File: src/rtl/irq_wake_pkg.sv
package irq_wake_pkg;
  localparam int unsigned NUM_CLASS = 3;

  typedef enum logic [1:0] {
    RS_STOPPED   = 2'd0,
    RS_CHECKSTOP = 2'd1,
    RS_OPERATING = 2'd2,
    RS_LOAD      = 2'd3
  } run_state_e;

  typedef enum logic [1:0] {
    CL_NONE = 2'd0,
    CL_SERV = 2'd1,
    CL_IO   = 2'd2,
    CL_MCHK = 2'd3
  } win_class_e;
endpackage

File: src/rtl/irq_class_prio.sv
module irq_class_prio
  import irq_wake_pkg::*;
(
  input  logic [NUM_CLASS-1:0] class_i,
  output win_class_e           win_o
);
  always_comb begin
    if (class_i[0])      win_o = CL_SERV;
    else if (class_i[1]) win_o = CL_IO;
    else if (class_i[2]) win_o = CL_MCHK;
    else                 win_o = CL_NONE;
  end


  always_comb begin
    if (class_i[0]) winner_serv_chk: assert (win_o == CL_SERV);
  end
endmodule

File: src/rtl/irq_cpu_filter.sv
module irq_cpu_filter
  import irq_wake_pkg::*;
(
  input  win_class_e win_i,
  input  logic [1:0] run_state_i,
  input  logic       halted_i,
  input  logic       en_ext_i,
  input  logic       en_io_i,
  input  logic       en_mchk_i,
  output logic       kick_o
);
  logic active;
  logic enabled;

  assign active = (run_state_i == RS_OPERATING) || (run_state_i == RS_LOAD);

  always_comb begin
    unique case (win_i)
      CL_SERV: enabled = en_ext_i;
      CL_IO:   enabled = en_io_i;
      CL_MCHK: enabled = en_mchk_i;
      default: enabled = 1'b0;
    endcase
  end

  assign kick_o = active && (!halted_i || enabled);


  always_comb begin
    if (!active) inactive_no_kick_chk: assert (!kick_o);
  end
endmodule

File: src/rtl/irq_wake_notifier.sv
module irq_wake_notifier
  import irq_wake_pkg::*;
#(
  parameter int unsigned NUM_CPU = 4
) (
  input  logic                 clk_i,
  input  logic                 rst_ni,
  input  logic                 notify_i,
  input  logic [NUM_CLASS-1:0] class_i,
  input  logic [2*NUM_CPU-1:0] run_state_i,
  input  logic [NUM_CPU-1:0]   halted_i,
  input  logic [NUM_CPU-1:0]   en_ext_i,
  input  logic [NUM_CPU-1:0]   en_io_i,
  input  logic [NUM_CPU-1:0]   en_mchk_i,
  input  logic [NUM_CPU-1:0]   ack_i,
  output logic [NUM_CPU-1:0]   irq_req_o,
  output logic [NUM_CPU-1:0]   kick_o
);
  win_class_e         win;
  logic [NUM_CPU-1:0] kick_d;
  logic [NUM_CPU-1:0] req_q;
  logic [NUM_CPU-1:0] kick_q;

  irq_class_prio i_prio (
    .class_i (class_i),
    .win_o   (win)
  );

  for (genvar c = 0; c < NUM_CPU; c++) begin : g_cpu
    irq_cpu_filter i_filt (
      .win_i       (win),
      .run_state_i (run_state_i[2*c +: 2]),
      .halted_i    (halted_i[c]),
      .en_ext_i    (en_ext_i[c]),
      .en_io_i     (en_io_i[c]),
      .en_mchk_i   (en_mchk_i[c]),
      .kick_o      (kick_d[c])
    );
  end

  always_ff @(posedge clk_i or negedge rst_ni) begin
    if (!rst_ni) begin
      req_q  <= '0;
      kick_q <= '0;
    end else begin
      // acknowledge takes precedence over a same-cycle notify
      req_q  <= (req_q | {NUM_CPU{notify_i}}) & ~ack_i;
      kick_q <= notify_i ? kick_d : '0;
    end
  end

  assign irq_req_o = req_q;
  assign kick_o    = kick_q;


  kick_needs_notify_chk: assert property (@(posedge clk_i) disable iff (!rst_ni)
    (kick_o != '0) |-> $past(notify_i));


  notify_sets_req_chk: assert property (@(posedge clk_i) disable iff (!rst_ni)
    (notify_i && ack_i == '0) |=> (irq_req_o == '1));


  ack_clears_req_chk: assert property (@(posedge clk_i) disable iff (!rst_ni)
    (ack_i == '1) |=> (irq_req_o == '0));


  req_holds_chk: assert property (@(posedge clk_i) disable iff (!rst_ni)
    (!notify_i && ack_i == '0) |=> $stable(irq_req_o));
endmodule

File: config.mk
export PLATFORM = sky130hd
export DESIGN_NAME = irq_wake_notifier
export DESIGN_NICKNAME = d
export VERILOG_FILES = /design/src/rtl/irq_wake_pkg.sv /design/src/rtl/irq_class_prio.sv /design/src/rtl/irq_cpu_filter.sv /design/src/rtl/irq_wake_notifier.sv
export SDC_FILE = /design/constraint.sdc
export NUM_CORES = 1
export LEC_CHECK = 0
export BUFFER_PORTS_ARGS = -buffer_cell sky130_fd_sc_hd__buf_2
export CAP_MARGIN = 20
export CORE_AREA = 2 2 39 41
export DETAILED_ROUTE_END_ITERATION = 16
export DIE_AREA = 0 0 41 43
export GPL_TIMING_DRIVEN = 0
export PLACE_DENSITY = 0.72
export SLEW_MARGIN = 10
export SYNTH_ARGS = -nofsm -noshare
export SYNTH_HDL_FRONTEND = slang
export SYNTH_SLANG_ARGS = --single-unit
File: constraint.sdc
create_clock -name clk_i -period 1.45 [get_ports clk_i]
set_input_delay 0.0725 -clock clk_i [delete_from_list [all_inputs] [get_ports clk_i]]
set_output_delay 0.0725 -clock clk_i [all_outputs]
set_load 0.03 [all_outputs]
; Yosys cells after proc, flatten, opt, wreduce, memory -nomap -nowiden
; Cells that the tools add are included.
[totals]
register_bits = 8
wordCells = 40
[classes]
n_eq_ne = 11
muxes = 8
bitwise_logic = 3
reduce_logical = 16
[op_table]
columns = cell, n
row1 = $eq A2 B2 Y1 const B, 10
row2 = $pmux W1 S3, 4
row3 = $logic_or A1 B1 Y1, 8
row4 = $mux W2, 3
row5 = $and A4 B4 Y4, 1
row6 = $logic_and A1 B1 Y1, 4
row7 = $logic_not A1 Y1, 4
row8 = $mux W4, 1
row9 = $not A4 Y4, 1
row10 = $or A4 B4 Y4, 1
row11 = $eq A2 B1 Y1 const B, 1

; Logic depth before layout (Yosys ltp)
; Gate-level depths: netlist (run 1).
[logic_depth]
word_depth = 8
depth_mapped = 3
ltp_nobuf = 2

; Modules after synthesis
; Synthesis (run 1) repeated with hierarchy kept, for this count alone.
[unflattened]
hier_cells = 44
area_unflattened_um2 = 464.2
[modules_own_cells]
columns = mod, n_inst, cells_each, area_each_um2, seq_area_each_um2
row1 = irq_wake_notifier, 1, 16, 265.3, 200.2
row2 = irq_cpu_filter, 4, 6, 45.0, 0.0
row3 = irq_class_prio, 1, 4, 18.8, 0.0

; Worst setup path before layout (run 1)
; Ideal clock, no wire load.
[synth_timing]
path_kind = register -> register
startpoint = register req_q[0], in the netlist irq_req_o[0]
endpoint = register req_q[0], in the netlist irq_req_o[0]
setup_time_ns = 0.117
arrival_time_ns = 0.625
required_time_ns = 1.333
setup_slack_ns = 0.708
path_stages_with_launch = 3
path_buffers = 0
period_less_slack_ns = 0.742
cell_sequence = dfrtp_1 -> nor2_1 -> nor2_1
[synth_between]
elab_chain_len = 2
[synth_lines]
columns = item, line
row1 = start: declaration, irq_wake_notifier.sv:21  ; logic [NUM_CPU-1:0] req_q;
row2 = start signal: assignment, irq_wake_notifier.sv:47  ; req_q <= (req_q | {NUM_CPU{notify_i}}) & ~ack_i;
row3 = $or A4 B4 Y4, irq_wake_notifier.sv:47
row4 = $and A4 B4 Y4, irq_wake_notifier.sv:47
; No other way between the ends.

; Worst setup path in the final report (run 1)
[layout_timing]
startpoint = register req_q[2], in the netlist irq_req_o[2]
endpoint = output port irq_req_o[2]
[layout_lines]
columns = item, line
row1 = end: declaration, irq_wake_notifier.sv:16  ; output logic [NUM_CPU-1:0] irq_req_o,
; No word-level cell between the ends.

==> summary.md, run 1 <==
| Metric | Value |
|---|---|
| Run status | complete, no violations |
| DR vias/cell | around 4.7 |
| Final setup TNS | 0 ns |
| Crit path time final | 0.882 ns |
| Slew Limit Fails | 0 |
| Gate Count Post-Synth | 38 |
| Register area | ~200 um^2 |
| Clock buffer depth | 2 |
| Critical path capture point type | output port |
| Critical-path cell list | buf_2 |
| Met1 Use GR | 0.123 |
| Total clock buffers created by CTS | 3 |
| Clock power frac | 0.302 |
| Port Buffer Count | 36 |
| Global-route wire length before repair | ~1500 um |
| GR Layer Usage met2 | 0.234 |
| Worst Slack Setup Final | around 0.57 ns |
| Setup violators final | 0 |
| Diode count | 0 |
| Post-CTS Setup Bufs | 0 |
| Sequential power share | 0.443 |
| Hold slack | 0.0184 ns |
| Layout cell share with drive strength beyond 1 | 0.549 |
| CP required | between 1 and 1.5 ns |
| CP max stage cell | dfrtp_1 |
| Starting DRT DRC Count | 0 |
| Synth warn | 0 |
| Worst-Margin Slew | roughly 0.18 ns |
| Pin count of the biggest net entering global routing | 11 |
| Worst VDD drop | about 0.42 mV |
| Starting Density | 0.301 |
| Int Pwr | 0.397 mW |
| CTS tree | done |
| Remaining global-route overflow | 0 |
| CP Launch Type | flip-flop |
| Final net count | between 100 and 150 |
| Die width | just over 40 um |
| Sw Share | 0.273 |
| Filler Cell Count | about 140 |
| Post-synthesis cell area | 417 um^2 |
| Die height | approximately 43 um |
| # rows | 14 |
| Tcrit/Tclk final | 0.608 |
| ANT nets after route | 0 |
| Clk Latency, worst-skew pair | 0.25 ns |
| CP peak stage delay | 0.38 ns |
| Layout area overhead | 65.5% |
| H-tree levels | 1 |
| Fmax | ~1100 MHz |
| Net Sw Power | roughly 0.15 mW |
| Die ar. | ~1800 um^2 |
| Drt total wl | between 1000 and 1500 um |
| Slew headroom | 0.880 |
| Combinational Power Share | 0.255 |
| CP top delay family | flip-flops |
| Synth cell types | 8 |
| Clk sink count | 8 |
| Clock skew | 0 ns |
| Final Hold Fails | 0 |
| CP Max Fanout | 2 |
| Fraction of the yosys area taken by sequential cells | 0.480 |
| Via Count | approximately 460 |
| Worst-path clk slew | 0.05 ns |
| IO Pins | 42 |
| Routed wire length per instance | between 10 and 15 um |
| Vias in the first global route | ~430 |
| Crit path DAT | 0.81 ns |
| Total global-route track usage | 0.135 |
| Clk root buf | clkbuf_4 |
| GRT busiest layer | met2 |
| Met3 GRT Util | 0.0314 |
| Average size of a mapped cell | 11.0 um^2 |
| Area of the multi-input gates | ~200 um^2 |
| Final cell count without fillers | between 90 and 100 |
| Buf/Inv on CP | 1 |
| Unrepaired setup endpoints after global routing | false |
| Max Cap Viol | 0 |
| Drt drc | 0 |
| Synthesized Nets | 72 |
| DR pass1 iterations | 1 |
| Core ar. | 1380 um^2 |
| # placed instances | 90 |
| Hold Crit Class | in -> reg |
| Power Density | 792 nW/um^2 |
| Dpl ws | around 0.68 ns |
| Initial antenna violation count | 0 |
| Yosys reg bits | 8 |
| Critical path class | reg -> out |
| RePlAce Congestion | about 0.56 |
| Leak | ~0.35 nW |
## metal layers
metal	wire (um)	part of all wire	vias to the layer above
met4	0	0	0
met3	143	0.13	0
met2	529	0.48	31
met5	0	0	-
met1	423	0.39	199
li1	-	-	227
## registers in the layout, indices dropped and copies added (netlist names)
register,count
irq_req_o,4
kick_o,4
## repair_timing
item / in CTS / in global routing
hold buffers: 5 / 0
resized for setup: 0 / 0
endpoints found under the hold margin: 12 / 0
## worst paths after layout
check                                       start                endpoint  slack, ns  depth (start not counted)
max                        irq_req_o[2]$_DFF_PN0_            irq_req_o[2]       0.57                          1
min                                   halted_i[1]     kick_o[1]$_DFF_PN0_       0.02                          2
max reg2reg                irq_req_o[2]$_DFF_PN0_  irq_req_o[2]$_DFF_PN0_       0.83                          2
min reg2reg                irq_req_o[3]$_DFF_PN0_  irq_req_o[3]$_DFF_PN0_       0.49                          2
max in group asynchronous                  rst_ni     kick_o[1]$_DFF_PN0_       1.09                          2
min in group asynchronous                  rst_ni  irq_req_o[1]$_DFF_PN0_       0.19                          2
## through the flow
stage	instance area (um^2)	util	total power, mW
after floorplan	417	-	0.311
after global placement	617	0.446	0.373
after detailed placement	617	0.446	0.376
after CTS	689	0.498	0.558
after global routing	689	0.498	0.582
final	689	0.498	0.546
## power groups by stage
| stage | clock (mW) | sequential (mW) | combinational (mW) |
|---|---|---|---|
| after floorplan | 0 | 0.274 | 0.0366 |
| after global placement | 0 | 0.245 | 0.128 |
| after detailed placement | 0 | 0.245 | 0.130 |
| after CTS | 0.175 | 0.242 | 0.141 |
| after global routing | 0.187 | 0.243 | 0.152 |
| final | 0.165 | 0.242 | 0.139 |
## worst reg2reg max path: stages, from the launching register on
cell and delay, ns:
dfrtp_1 0.38, nor2_1 0.09, nor2_1 0.05
## layout make-up
cell class | instances | share of cell area
Buffer | 2 | 0.0236
Clock buffer | 3 | 0.0327
Multi-Input combinational cell | 28 | 0.290
Sequential cell | 8 | 0.290
Tap cell | 16 | 0.0290
Timing Repair Buffer | 41 | 0.334
## cells by family (layout without fill, tap and decap cells)
| logic type | after synthesis | count (layout) | share of synthesized area |
|---|---|---|---|
| buffers and inverters | 2 | 46 | 0.0390 |
| AOI/OAI and AO/OA | 4 | 4 | 0.156 |
| DFF | 8 | 8 | 0.480 |
| and+or+nand+nor | 24 | 24 | 0.324 |
## synthesized netlist by cell type
master | number | area (um^2)
a41oi_2 | 4 | 65.1
buf_2 | 1 | 5.00
nor2_1 | 8 | 30.0
dfrtp_1 | 8 | 200
nand4bb_1 | 4 | 45.0
buf_6 | 1 | 11.3
nand3b_1 | 4 | 30.0
nand2_1 | 8 | 30.0
## cell usage in the layout, fill, tap and decap left out
| master | count |
|---|---|
| nor2_1 | 8 |
| nand4bb_1 | 4 |
| clkbuf_4 | 3 |
| nand2_1 | 8 |
| a41oi_2 | 4 |
| dfrtp_1 | 8 |
| buf_6 | 1 |
| dlygate4sd3_1 | 5 |
| buf_2 | 37 |
| nand3b_1 | 4 |
No activity file was read; power rests on OpenSTA's default activity.
==> inputs of run 2 (changes only) <==
- clock period: 1.45 -> 0.84 ns (I/O delays scaled with it)
==> run 2 against run 1 <==
Effect of this change:
- combinational power rose by 110%
- count of clock-buffer cells in the layout is the same
- worst setup slack got worse by 0.55 ns
- global-route usage grew 1.4 points
- sequential power increased by 75%
- sequential cell count stayed put
- total power rose by 82%
- die area unchanged
- final cell count up 4.1%
- clock power rose by 73%
- sequential share of layout area shrank 3.4 points
- critical path type unchanged
- largest cell class unchanged
- largest power group unchanged
==> summary.md, run 2 (synthesized netlist as in run 1, its figures left out) <==
| Metric | Value |
|---|---|
| Hold slack | 0.0260 ns (was 0.0184 ns) |
| Worst VDD drop | 0.823 mV (was 0.421 mV) |
| Critical-path cell list | buf_6 (was buf_2) |
| Die width | 41 um (unchanged) |
| DR vias/cell | 4.67 (was 4.66) |
| Core ar. | 1380 um^2 (unchanged) |
| Clk sink count | 8 (unchanged) |
| Crit path DAT | 0.78 ns (was 0.81 ns) |
| Leak | 0.376 nW (was 0.349 nW) |
| Slew Limit Fails | 0 (unchanged) |
| CP max stage cell | dfrtp_1 (unchanged) |
| Pin count of the biggest net entering global routing | 11 (unchanged) |
| Via Count | 476 (was 457) |
| Buf/Inv on CP | 1 (unchanged) |
| IO Pins | 42 (unchanged) |
| Power Density | 1280 nW/um^2 (was 792 nW/um^2) |
| Setup violators final | 0 (unchanged) |
| Tcrit/Tclk final | 0.977 |
| Vias in the first global route | 477 (was 426) |
| Routed wire length per instance | 12.3 um (was 11.2 um) |
| GRT busiest layer | met2 (unchanged) |
| Fmax | about 1200 MHz |
| Initial antenna violation count | 0 (unchanged) |
| ANT nets after route | 0 (unchanged) |
| CP peak stage delay | 0.39 ns (was 0.38 ns) |
| Worst-path clk slew | 0.05 ns (about the same) |
| GR Layer Usage met2 | 0.259 (was 0.234) |
| Post-CTS Setup Bufs | 0 (unchanged) |
| Worst-Margin Slew | 0.181 ns (was 0.180 ns) |
| CP required | 0.80 ns (was 1.38 ns) |
| Met3 GRT Util | 0.0314 (unchanged) |
| Run status | complete, no violations (unchanged) |
| CTS tree | done (unchanged) |
| Global-route wire length before repair | 1710 um (was 1540 um) |
| CP Max Fanout | 2 (unchanged) |
| Final net count | 122 (was 118) |
| Diode count | 0 (unchanged) |
| Met1 Use GR | 0.143 (was 0.123) |
| Critical path class | reg -> out (unchanged) |
| Hold Crit Class | in -> reg (unchanged) |
| Layout cell share with drive strength beyond 1 | 0.523 (was 0.549) |
| Post-layout util | 0.563 (was 0.498) |
| Starting DRT DRC Count | 0 (unchanged) |
| Clk Latency, worst-skew pair | 0.25 ns (about the same) |
| DR pass1 iterations | 1 (unchanged) |
| H-tree levels | 1 (unchanged) |
| Total clock buffers created by CTS | 3 (unchanged) |
| Die ar. | 1760 um^2 (unchanged) |
| Starting Density | 0.301 (unchanged) |
| Die height | 43 um (unchanged) |
| Critical path capture point type | output port (unchanged) |
| Final Hold Fails | 0 (unchanged) |
| Total global-route track usage | 0.149 (was 0.135) |
| Max Cap Viol | 0 (unchanged) |
| Port Buffer Count | 36 (unchanged) |
| Clk root buf | clkbuf_4 (unchanged) |
| Leading cell type in the layout, fill and taps excluded | buf_2 (unchanged) |
| Slew headroom | 0.879 (was 0.880) |
| Drt drc | 0 (unchanged) |
| Drt total wl | 1260 um (was 1100 um) |
| # rows | 14 (unchanged) |
| Most frequent cells in the layout | buf_2, buf_6, dlygate4sd3_1 (was buf_2, nand2_1, nor2_1, dfrtp_1, dlygate4sd3_1) |
| RePlAce Congestion | 0.556 (unchanged) |
| Clock buffer depth | 2 (unchanged) |
| CP Launch Type | flip-flop (unchanged) |
| Clock skew | 0 ns (unchanged) |
| Unrepaired setup endpoints after global routing | true (was false) |
| Remaining global-route overflow | 0 (unchanged) |
| Layout area overhead | 87.1% (was 65.5%) |
| CP top delay family | flip-flops (unchanged) |
| Crit path time final | 0.820 ns |
[run 2: area by class of cell]
type,count,area (um^2)
fillers,122,604
multi-input cells,28,200
well taps,16,20.0
flip-flops and latches,8,200
clock buffers,3,22.5
plain buffers,2,16.3
repair buffers,45,320
[run 2: worst min-delay path, delay by kind of cell]
| kind | cells | cell delay (ns) |
|---|---|---|
| buffers and inverters | 1 | 0.09 |
| AO/OA/AOI/OAI | 1 | 0.03 |
| AND/OR/NAND/NOR | 1 | 0.07 |
[run 2: power breakdown]
part           total (mW)  internal, mW  switching [mW]
registers           0.423         0.409          0.0138
clock network       0.286         0.163           0.123
logic               0.286         0.154           0.132
total               0.995         0.726           0.269
[run 2: path summary, 6_finish.rpt]
| check | start | endpoint | slack [ns] | cells past startpoint |
|---|---|---|---|---|
| max in group asynchronous | rst_ni | kick_o[3]$_DFF_PN0_ | 0.51 | 2 |
| setup reg to reg | irq_req_o[1]$_DFF_PN0_ | irq_req_o[1]$_DFF_PN0_ | 0.21 | 2 |
| setup / recovery | irq_req_o[3]$_DFF_PN0_ | irq_req_o[3] | 0.02 | 1 |
| hold reg to reg | irq_req_o[3]$_DFF_PN0_ | irq_req_o[3]$_DFF_PN0_ | 0.52 | 2 |
| min in group asynchronous | rst_ni | irq_req_o[1]$_DFF_PN0_ | 0.17 | 2 |
| hold / removal | run_state_i[3] | kick_o[1]$_DFF_PN0_ | 0.03 | 3 |
[run 2: metal layers]
layer | vias to the layer above | part of all wire
met5 | - | 0
met4 | 0 | 0
met1 | 211 | 0.37
met2 | 31 | 0.52
li1 | 234 | -
met3 | 0 | 0.11
[run 2: what timing repair did]
action	CTS	global route
gates resized for setup	8	12
setup endpoints to repair	4	8
gates cloned	0	0
endpoints found under the hold margin	16	0
hold buffers	9	0
[run 2: stage by stage]
stage,power [mW],std cells,TNS (ns),setup slack [ns],instance area (um^2)
floorplan,0.537,38,0,0.0977,417
CTS,0.995,102,0,0.00530,754
finish,0.995,102,0,0.0197,779
detailed placement,0.649,90,0,0.0976,617
global route,1.06,102,-0.0554,-0.0177,779
global placement,0.644,90,0,0.104,617
